==> config.mk <==
export PLATFORM = sky130hd
export DESIGN_NAME = esync_arm_ctrl
export DESIGN_NICKNAME = d
export VERILOG_FILES = /design/src/rtl/esync_pkg.sv /design/src/rtl/esync_datapath.sv /design/src/rtl/esync_ctrl.sv /design/src/rtl/esync_arm_ctrl.sv
export SDC_FILE = /design/constraint.sdc
export NUM_CORES = 1
export LEC_CHECK = 0
export BUFFER_PORTS_ARGS = -buffer_cell sky130_fd_sc_hd__buf_4
export CORE_AREA = 5 5 42 44
export CTS_CLUSTER_DIAMETER = 120
export DETAILED_ROUTE_END_ITERATION = 8
export DIE_AREA = 0 0 47 49
export HOLD_SLACK_MARGIN = 0.03
export MAX_ROUTING_LAYER = met4
export PLACE_DENSITY_LB_ADDON = 0.05
export SLEW_MARGIN = 0
export SYNTH_ARGS = -nofsm -noshare
export SYNTH_HDL_FRONTEND = slang
export SYNTH_SLANG_ARGS = --single-unit
==> constraint.sdc <==
create_clock -name clk -period 0.8 [get_ports clk]
set_input_delay 0.16 -clock clk [delete_from_list [all_inputs] [get_ports clk]]
set_output_delay 0.16 -clock clk [all_outputs]
set_load 0.01 [all_outputs]
==> src/rtl/esync_pkg.sv <==
package esync_pkg;
  localparam int CMD_W          = 3;
  localparam int CMD_ARM_BIT    = 0;
  localparam int CMD_DISARM_BIT = 1;
  localparam int CMD_MANUAL_BIT = 2;

  // Strobes handed from the control to the datapath each cycle
  typedef struct packed {
    logic syncFire;
    logic manualReq;
  } syncStrobe_t;
endpackage

==> src/rtl/esync_datapath.sv <==
module esync_datapath
  import esync_pkg::*;
#(
  parameter int NUM_CHAN    = 4,
  parameter int SYNC_STAGES = 2
) (
  input  logic                clk,
  input  logic                rstN,
  input  logic                syncIn,
  input  syncStrobe_t         strobes,
  output logic                syncRise,
  output logic [NUM_CHAN-1:0] chanSync,
  output logic                intSyncOut
);
  // synchronizer stages plus one history flop for edge detection
  localparam int PIPE_W = SYNC_STAGES + 1;

  logic [PIPE_W-1:0] syncPipe;

  always_ff @(posedge clk) begin
    if (!rstN) syncPipe <= '0;
    else       syncPipe <= {syncPipe[PIPE_W-2:0], syncIn};
  end

  assign syncRise = syncPipe[SYNC_STAGES-1] & ~syncPipe[SYNC_STAGES];

  always_ff @(posedge clk) begin
    if (!rstN) begin
      chanSync   <= '0;
      intSyncOut <= 1'b0;
    end else begin
      chanSync   <= {NUM_CHAN{strobes.syncFire}};
      intSyncOut <= strobes.manualReq;
    end
  end
endmodule

==> src/rtl/esync_ctrl.sv <==
module esync_ctrl
  import esync_pkg::*;
#(
  parameter bit SYNC_ENABLE = 1'b1
) (
  input  logic             clk,
  input  logic             rstN,
  input  logic             cmdWrEn,
  input  logic [CMD_W-1:0] cmdWrData,
  input  logic             syncRise,
  output logic [CMD_W-1:0] cmdRead,
  output syncStrobe_t      strobes,
  output logic             syncStatus
);
  logic [CMD_W-1:0] cmdReg;
  logic armed, syncDone;
  logic armReq, disarmReq, fire;

  generate
    if (SYNC_ENABLE) begin : g_cmd
      // a write holds for one cycle; absent a new write the bits self-clear
      always_ff @(posedge clk) begin
        if (!rstN)        cmdReg <= '0;
        else if (cmdWrEn) cmdReg <= cmdWrData;
        else              cmdReg <= '0;
      end
    end else begin : g_nocmd
      logic unusedWr;
      assign unusedWr = ^{cmdWrEn, cmdWrData};
      assign cmdReg   = '0;
    end
  endgenerate

  assign disarmReq = cmdReg[CMD_DISARM_BIT];
  assign armReq    = cmdReg[CMD_ARM_BIT] & ~disarmReq;
  assign fire      = armed & syncRise & ~disarmReq;

  // priority: disarm, then arm, then the clear caused by a fired pulse
  always_ff @(posedge clk) begin
    if (!rstN) begin
      armed    <= 1'b0;
      syncDone <= 1'b0;
    end else begin
      if (disarmReq)   armed <= 1'b0;
      else if (armReq) armed <= 1'b1;
      else if (fire)   armed <= 1'b0;

      if (disarmReq)   syncDone <= 1'b0;
      else if (fire)   syncDone <= 1'b1;
    end
  end

  assign cmdRead           = cmdReg;
  assign strobes.syncFire  = fire;
  assign strobes.manualReq = cmdReg[CMD_MANUAL_BIT];
  assign syncStatus        = armed | syncDone;
endmodule

==> src/rtl/esync_arm_ctrl.sv <==
module esync_arm_ctrl
  import esync_pkg::*;
#(
  parameter bit SYNC_ENABLE = 1'b1,
  parameter int NUM_CHAN    = 4,
  parameter int SYNC_STAGES = 2
) (
  input  logic                clk,
  input  logic                rstN,
  input  logic                cmdWrEn,
  input  logic [CMD_W-1:0]    cmdWrData,
  output logic [CMD_W-1:0]    cmdRead,
  input  logic                syncIn,
  output logic [NUM_CHAN-1:0] chanSync,
  output logic                intSyncOut,
  output logic                syncStatus
);
  syncStrobe_t strobes;
  logic        syncRise;

  esync_ctrl #(.SYNC_ENABLE(SYNC_ENABLE)) u_ctrl (
    .clk        (clk),
    .rstN       (rstN),
    .cmdWrEn    (cmdWrEn),
    .cmdWrData  (cmdWrData),
    .syncRise   (syncRise),
    .cmdRead    (cmdRead),
    .strobes    (strobes),
    .syncStatus (syncStatus)
  );

  esync_datapath #(.NUM_CHAN(NUM_CHAN), .SYNC_STAGES(SYNC_STAGES)) u_dp (
    .clk        (clk),
    .rstN       (rstN),
    .syncIn     (syncIn),
    .strobes    (strobes),
    .syncRise   (syncRise),
    .chanSync   (chanSync),
    .intSyncOut (intSyncOut)
  );
endmodule

# Word-level counts from Yosys, hierarchy flattened

Index checks and enable logic that the tools add are counted.

Bits in registers: 10
Input port bits: 7
Output and inout bits: 9
Word-level logic and storage cells: 19

Mux-type cells: 2
Bitwise logic cells: 8
Reduce and logical (&&, ||, !) cells: 3

Operators with widths:

| cell                | number |
|---|---|
| 1-bit bitwise AND   | 4 |
| 1-bit inverter      | 3 |
| 1-bit two-way mux   | 2 |
| 2-bit AND reduction | 1 |
| 2-bit nonzero test  | 1 |
| 2-bit OR reduction  | 1 |
| 1-bit bitwise OR    | 1 |

# Depth between registers and ports, before layout

Gate-level depths: netlist of run 1.

Depth after elaboration: 6
Gate-level depth with buffers: 3
Depth with buffers taken out: 3

# Hierarchy

Synthesis of run 1 repeated with hierarchy kept, for this count alone.

Cell total of the unflattened synthesis: 33
Area, all modules: 341.6 um^2

By module, submodules not included:

| module         | instances | cells an instance | area an instance (um^2) | sequential area each (um^2) |
|---|---|---|---|---|
| esync_ctrl     | 1         | 19                | 181.4                   | 100.1 |
| esync_datapath | 1         | 14                | 160.2                   | 100.1 |

# Worst setup path before layout of run 1

OpenSTA, ideal clock, no wires.

Path type: reg2out
From: reg u_ctrl.armed
To: out syncStatus
Arrival: 0.607 ns
Required time: 0.640 ns
Setup slack: 0.033 ns
Cell stages (with the launch flop): 2
Buffers on the path: 0
Cells stage by stage: dfxtp_1 > or2_2

Word-level cells in the longest chain between the ends: 1

Ends and longest elaborated chain:

| what                   | line                 | text |
|---|---|---|
| from (decl)            | esync_ctrl.sv:16     | `logic armed, syncDone;` |
| from (signal assigned) | esync_ctrl.sv:41     | `armed <= 1'b0;` |
| from (signal assigned) | esync_ctrl.sv:44     | `if (disarmReq) armed <= 1'b0;` |
| from (signal assigned) | esync_ctrl.sv:45     | `else if (armReq) armed <= 1'b1;` |
| 1-bit bitwise OR       | esync_ctrl.sv:56     | `assign syncStatus = armed \| syncDone;` |
| to (decl)              | esync_arm_ctrl.sv:16 | `output logic syncStatus` |

No other way between the ends.

# Final worst setup path of run 1

Ends and elaborated chain as after synthesis.

==> results of run 1 <==
## cell type report
type | instances | area, µm² | share of cell area [%]
inverters | 1 | 3.75 | 0.711
multi-input cells | 15 | 110 | 20.9
flip-flops and latches | 10 | 210 | 39.8
clock buffers | 3 | 22.5 | 4.27
well taps | 16 | 20.0 | 3.79
repair buffers | 17 | 161 | 30.6
## worst max-delay path by stage
| stage | from | end | slack, ps | cells after the start |
|---|---|---|---|---|
| 3_5_place_dp | u_ctrl.armed | syncStatus | -80 | 2 |
| 6_report | u_ctrl.armed | syncStatus | -270 | 2 |
| 5_1_grt | u_ctrl.armed | syncStatus | -300 | 2 |
| 3_3_place_gp | u_ctrl.armed | syncStatus | -60 | 2 |
| 2_1_floorplan | u_ctrl.armed | syncStatus | 30 | 1 |
| 4_1_cts | u_ctrl.armed | syncStatus | -280 | 2 |
## metal layers
metal  vias up  routed length [µm]  share of wire, %  global-route usage, %
met5         -                   0                 0                      -
met4         0                   0                 0                   2.76
met3         0                  81                15                   2.95
met2        14                 260                47                   9.73
met1       110                 216                39                   5.96
li1        125                   -                 -                      -
## repair_timing
action / CTS / global route
gates resized for setup: 15 / 3
hold buffers: 0 / 0
buffers inserted: 1 / 0
endpoints found under the setup margin: 9 / 11
## flip-flops by register name, indices dropped and copies added (netlist names)
| name | count |
|---|---|
| u_dp.chanSync | 1 |
| u_dp.syncPipe | 3 |
| u_ctrl.cmdRead | 3 |
| u_dp.intSyncOut | 1 |
| u_ctrl.armed | 1 |
| u_ctrl.syncDone | 1 |
## where the power goes
group          switching, mW  internal [mW]
Clock                  0.143          0.172
Combinational         0.0308         0.0601
Sequential           0.00843          0.513
## critical path, cell delays in order, from the launching register on
cell,delay [ps]
dfxtp_1,310
or2_4,240
buf_6,120
## metrics by stage
step / setup slack, ps / area (µm²)
floorplan: 33.0 / 330
global placement: -63.5 / 448
detailed placement: -75.8 / 448
CTS: -282 / 522
global route: -301 / 528
finish: -273 / 528
## cells by family (layout without fill, tap and decap cells)
kind of cell	count (synthesis)	in the layout	share of synthesized area, %
flip-flops	10	10	60.6
buffers and inverters	4	21	7.95
AND/OR/NAND/NOR	13	13	26.9
AO/OA/AOI/OAI	2	2	4.54
## synthesized netlist by cell type
cell / count
buf_4: 3
nor2_1: 2
nand2b_4: 1
o21ba_1: 1
or2_2: 1
and3_1: 3
nor3_2: 1
dfxtp_1: 10
a21oi_1: 1
and2_1: 3
inv_1: 1
nand2b_1: 1
and2_2: 1
==> impl_metrics.ini, run 1 <==
[timing]
drv_slew = 0
final.period_utilization_pct = 134
rsz0062_at_grt = yes
setup_ws_ps = -273
skew_ps = 4.60
hold_viol = 0
hold_ws_ps = 115
slew_headroom_pct = 91.0
period_needed_ps = 1070
finalSetupTns_ps = -774
setup_viol = 9
clock.fmax_mhz = 932
worst-slew-pin-transition_ps = 135

[finish]
mostFrequentLayoutCell = buf_6
drive_gt1_share_pct = 67.4
utilization_pct = 37.7
nFillCells = 158
final_cell_mix = 9 x buf_6, 8 x buf_4, 5 x dfxtp_2, 4 x dfxtp_1
diodes = 0
nNetsFinal = 55
syn_to_final_growth_pct = 59.8
instances_no_fill = 62

[clocking]
clockRootBuffer = clkbuf_4
htreeDepth = 1
numClockSinks = 10
tritoncts = yes
clock_latency_ps = 250
clockBufferDepth = 2
clkTransAtPathRegs_ps = 60
cts_buffers = 3

[global_route]
antenna_found_initial = 0
overflow = 0
track_usage_pct = 6.07
grt_pass1_wl_mm = 1.01
grt_pass1_vias = 272
grt_max_degree = 9

[placement]
numPortBuffers = 15
place.gp.congestion = 0.609
dpl.cell_count = 58

[floorplanning]
ioPinCount = 16
core_mm2 = 0.00140
die_y_um = 49
fp.dieW_um = 47
row_count = 14
initial_core_util_pct = 23.6
die_area_mm2 = 0.00230

[synth]
netlist_instances = 29
synth_area_leader_cell = dfxtp_1
ys_top_cells_by_area = dfxtp_1 61%, buf_4 6.8%, and2_1 5.7%
synth.avg_cell_area_um2 = 11.4
synth_nets = 36
synth_top_area_share_pct = 60.6
ys_warn_count = 0
yosysUniqueCellTypes = 13
seq_area_frac_synth_pct = 60.6
ys_ff_latch = 10
syn_area_um2 = 330

[worst_hold_path]
min_to = u_dp.syncPipe[0]
hold_class = in -> reg
min-delay-start = syncIn
hold_depth = 2

[critical_path]
r2r_end = u_ctrl.syncDone
worst-r2r-setup-slack_ps = 10
start_kind = flop
r2r_cells = 4
critPathKind = reg -> out
crit_path_end_kind = output port
cp.arrival_ps = 910
regToRegStartpoint = u_ctrl.armed
worstPathRequired_ps = 640
cp_max_fo = 2

[detailed_routing]
wire_per_inst_um = 9.00
drt_wl_total_um = 558
drc = 0
drt_iter0_drc = 0
vias = 249
via_per_inst = 4.02
ant_nets = 0
drt_pre_antenna_iters = 1

[power]
powerDensity_mw_per_mm2 = 1760
ir_drop_mv = 0.620
p_total_mw = 0.927
p_leak_nw = 0.244

[run_status]
status = complete, but fails checks
violations = setup timing

[flow_run]
drv_cap = 0
Note: power is estimated with default switching activity, not from simulation.
==> run 2: changes to the inputs <==
Settings changed: RECOVER_POWER set to 100, SYNTH_HIERARCHICAL set to 1.
==> impl_metrics.ini, run 2 <==
[timing]
hold_viol = 0
hold_ws_ps = 106
drv_slew = 0
slew_headroom_pct = 76.3
setup_viol = 9
setup_ws_ps = -268
period_needed_ps = 1070
final.period_utilization_pct = 134
clock.fmax_mhz = 936
rsz0062_at_grt = yes
worst-slew-pin-transition_ps = 355
skew_ps = 4.32

[synth]
netlist_instances = 33
synth_commonest_cells = 10 x dfxtp_1, 5 x and2_1, 5 x buf_4
synth_nets = 40
synth_top_area_share_pct = 58.6
syn_area_um2 = 342
synth.avg_cell_area_um2 = 10.4
yosysUniqueCellTypes = 12
ys_warn_count = 6
ys_ff_latch = 10
ys_top_cells_by_area = dfxtp_1 59%, buf_4 11%, and2_1 9.2%
async_flop_share_pct = 0
synth-main-ff-cell = dfxtp_1
yosysMostFrequentCell = dfxtp_1
synth_area_leader_cell = dfxtp_1
seq_area_frac_synth_pct = 58.6
synth_edf_count = 0

[clocking]
numClockSinks = 10
tritoncts = yes
clockRootBuffer = clkbuf_4
clock_latency_ps = 260
cts_buffers = 3
clockBufferDepth = 2
htreeDepth = 1
clkTransAtPathRegs_ps = 60

[power]
clockPowerShare_pct = 34.9
ir_drop_mv = 0.872
p_leak_nw = 0.245
power.switching_mw = 0.192
p_total_mw = 0.936
comb_power_share_pct = 9.5
p_sw_share_pct = 20.6
p_seq_share_pct = 55.6
powerDensity_mw_per_mm2 = 1770
p_int_mw = 0.743

[critical_path]
critPathKind = reg -> out
start_kind = flop
r2r_end = u_dp/chanSync[0]
worstPathRequired_ps = 640
cp.arrival_ps = 910
cp_max_fo = 2
critPathTopFamily = flip-flops
worstSetupPathDepth = 2
worst-r2r-setup-slack_ps = 40
endpoint = syncStatus
r2r_cells = 4
crit_path_end_kind = output port
slowest_stage = dfxtp_1
cp_num_buf_inv = 1
startpoint = u_ctrl/armed
regToRegStartpoint = u_dp/syncPipe[1]
cpPeakStageDelay_ps = 310
cp_cell_sequence = or2_1 -> buf_6

[run_status]
status = complete, but fails checks
violations = setup timing

[global_route]
track_usage_pct = 6.58
overflow = 0
grt_pass1_vias = 277
antenna_found_initial = 0
grt_pass1_wl_mm = 1.06
grt_max_degree = 10

[detailed_routing]
wl_met2_um = 286
drt_iter0_drc = 1
ant_nets = 0
wl_met3_um = 65
drt_wl_total_um = 608
drc = 0
top_layer = met4
via_per_inst = 3.95
wire_per_inst_um = 9.50
vias = 253
drt_pre_antenna_iters = 4
drt-met1-wl_um = 250

[finish]
drive_gt1_share_pct = 56.3
syn_to_final_growth_pct = 54.6
mostFrequentLayoutCell = buf_6
diodes = 0
final_area_um2 = 528
final_cell_mix = 9 x buf_6, 7 x buf_4, 5 x dfxtp_1, 5 x and2_1, 4 x dfxtp_2
nNetsFinal = 57

[placement]
place_area_um2 = 452
place.gp.congestion = 0.632
numPortBuffers = 15
dp_slack_ps = -4.02

[floorplanning]
fp.dieW_um = 47
initial_core_util_pct = 24.4
die_area_mm2 = 0.00230
die_y_um = 49
row_count = 14
core_mm2 = 0.00140
ioPinCount = 16

[worst_hold_path]
hold_class = in -> reg
min-delay-start = syncIn

[flow_run]
drv_cap = 0
[run 2: changes by cell type in the layout (fill, tap and decap cells not counted), sizes merged]
cell and change:
nor2b +1, buf -1, nor3 -1, nand2 +1
clkbuf +1, o21ba -1, a21oi +1, and2 +1
[run 2: how the worst min path moves through the flow]
| stage | endpoint | slack, ps | depth (start not counted) |
|---|---|---|---|
| final | u_dp/syncPipe[0] | 110 | 2 |
| after global routing | u_dp/syncPipe[0] | 120 | 2 |
| after CTS | u_dp/syncPipe[0] | 100 | 2 |
| after detailed placement | u_dp/syncPipe[0] | 370 | 2 |
| after global placement | u_dp/syncPipe[0] | 370 | 2 |
| after floorplan | u_dp/intSyncOut | 280 | 1 |
[run 2: per-stage QoR]
stage | TNS [ps] | utilization [%] | cells
CTS | -955 | 37.4 | 64
detailed placement | -4.02 | 32.2 | 60
floorplan | -34.6 | - | 33
global placement | 0 | 32.2 | 60
finish | -847 | 37.7 | 64
global route | -1190 | 37.7 | 64
[run 2: final cells by class]
class	instances	area, µm²
inverter	1	3.75
tap	16	20.0
timing repair buffer	17	158
sequential	10	209
clock buffer	3	22.5
multi-input combinational	17	115
fill	154	873
[run 2: cells by family (layout without fill, tap and decap cells)]
logic type	after synthesis	after routing	synth area share [%]
buffers and inverters	6	21	12.1
AND/OR/NAND/NOR	15	15	25.3
AO/OA/AOI/OAI	2	2	4.03
flip-flops	10	10	58.6
[run 2: layer usage]
layer	vias up	GRT usage, %
met2	12	9.05
met4	0	5.53
met5	-	-
met1	109	7.28
met3	2	2.21
li1	130	-
[run 2: power by group through the flow]
| stage | combinational [mW] | clock [mW] | sequential [mW] |
|---|---|---|---|
| 2_1_floorplan | 0.0280 | 0 | 0.537 |
| 3_3_place_gp | 0.0769 | 0 | 0.532 |
| 3_5_place_dp | 0.0782 | 0 | 0.533 |
| 4_1_cts | 0.0886 | 0.344 | 0.521 |
| 5_1_grt | 0.0983 | 0.358 | 0.523 |
| 6_report | 0.0889 | 0.326 | 0.520 |
[run 2: what timing repair did]
action / in CTS / in global routing
endpoints found under the hold margin: 0 / 0
buffers inserted: 1 / 0
pin swaps: 1 / 3
cloned: 0 / 0
gates resized for setup: 15 / 3
hold buffers: 0 / 0
setup endpoints to repair: 9 / 12
==> run 3: changes to the inputs <==
Clock period 0.8 ns to 0.9 ns, I/O delays scaled along.
==> impl_metrics.ini, run 3 (synthesis results as in run 2) <==
[run_status]
status = complete, but fails checks
violations = setup timing

[timing]
slew_headroom_pct = 80.5
rsz0062_at_grt = yes
hold_ws_ps = 121
drv_slew = 0
final.period_utilization_pct = 123
clock.fmax_mhz = 907
setup_ws_ps = -203
worst-slew-pin-transition_ps = 292
skew_ps = 1.75
period_needed_ps = 1100
setup_viol = 5
hold_viol = 0

[worst_hold_path]
hold_class = in -> reg
hold_depth = 2

[power]
ir_drop_mv = 0.701
p_total_mw = 0.924
p_leak_nw = 0.243
powerDensity_mw_per_mm2 = 1790

[clocking]
clockRootBuffer = clkbuf_4
clockBufferDepth = 2
clkTransAtPathRegs_ps = 60
cts_buffers = 3
htreeDepth = 1
tritoncts = yes
clock_latency_ps = 260
numClockSinks = 10

[global_route]
busiest_layer = met2
antenna_found_initial = 0
grt_max_degree = 10
grt_use_met2_pct = 8.14
grt_use_met3_pct = 2.58
grt_pass1_vias = 266
grt.met1_usage_pct = 6.64
grt_pass1_wl_um = 966
track_usage_pct = 5.93
overflow = 0

[critical_path]
r2r_cells = 4
worstPathRequired_ps = 720
crit_path_end_kind = output port
critPathKind = reg -> out
start_kind = flop
cp_max_fo = 2
cp.arrival_ps = 920

[placement]
place_area_um2 = 437
place.gp.congestion = 0.617
dpl.cell_count = 59
numPortBuffers = 15

[finish]
syn_to_final_growth_pct = 50.9
mostFrequentLayoutCell = buf_6
drive_gt1_share_pct = 52.1
final_cell_mix = 8 x buf_6, 7 x buf_4, 5 x dfxtp_1, 5 x and2_1, 4 x dfxtp_2
nNetsFinal = 56
nFillCells = 162
regArea_um2 = 209
utilization_pct = 36.8
instances_no_fill = 64
multi_input_area_um2 = 100
final_area_um2 = 515
diodes = 0

[floorplanning]
die_area_mm2 = 0.00230
ioPinCount = 16
fp.dieW_um = 47
die_y_um = 49
initial_core_util_pct = 24.4
row_count = 14
core_mm2 = 0.00140

[detailed_routing]
drt_pre_antenna_iters = 2
vias = 258
drc = 0
drt_iter0_drc = 2
ant_nets = 0
via_per_inst = 4.03
drt_wl_total_um = 587
wire_per_inst_um = 9.17

[flow_run]
drv_cap = 0
[run 3: final cells by class]
cell class                      instances  share of cell area (%)
Multi-Input combinational cell         17                    19.4
Timing Repair Buffer                   16                    28.4
Tap cell                               16                    3.88
Sequential cell                        10                    40.5
Clock buffer                            4                    7.04
Inverter                                1                   0.728
[run 3: final timing paths]
check                        start          endpoint  slack (ps)
hold reg to reg   u_dp/syncPipe[0]  u_dp/syncPipe[1]         430
setup reg to reg  u_dp/syncPipe[1]  u_dp/chanSync[0]          60
setup / recovery      u_ctrl/armed        syncStatus        -200
hold / removal              syncIn  u_dp/syncPipe[0]         120
[run 3: critical path, cell delays in order (launching register included)]
cell and delay, ps:
dfxtp_2 310, or2_1 230, buf_6 120
[run 3: metal layers]
layer,part of all wire (%),vias to the layer above
li1,-,129
met1,40,115
met2,47,14
met3,13,0
met4,0,0
met5,0,-
[run 3: power breakdown]
| group | switching [mW] | internal [mW] |
|---|---|---|
| Combinational | 0.0254 | 0.0445 |
| Sequential | 0.00639 | 0.455 |
| Clock | 0.147 | 0.245 |
[run 3: stage by stage]
step | worst slack, ps | setup TNS [ps]
finish | -203 | -266
global route | -244 | -613
CTS | -219 | -343
detailed placement | 61.0 | 0
global placement | 58.9 | 0
floorplan | 34.3 | 0
[run 3: repair_timing]
item / 4_1_cts / 5_1_grt
pin swaps: 1 / 0
hold endpoints to repair: 0 / 0
hold buffers: 0 / 0
cloned: 0 / 0
buffers inserted: 1 / 0
setup endpoints to repair: 8 / 10
gates resized for setup: 15 / 2
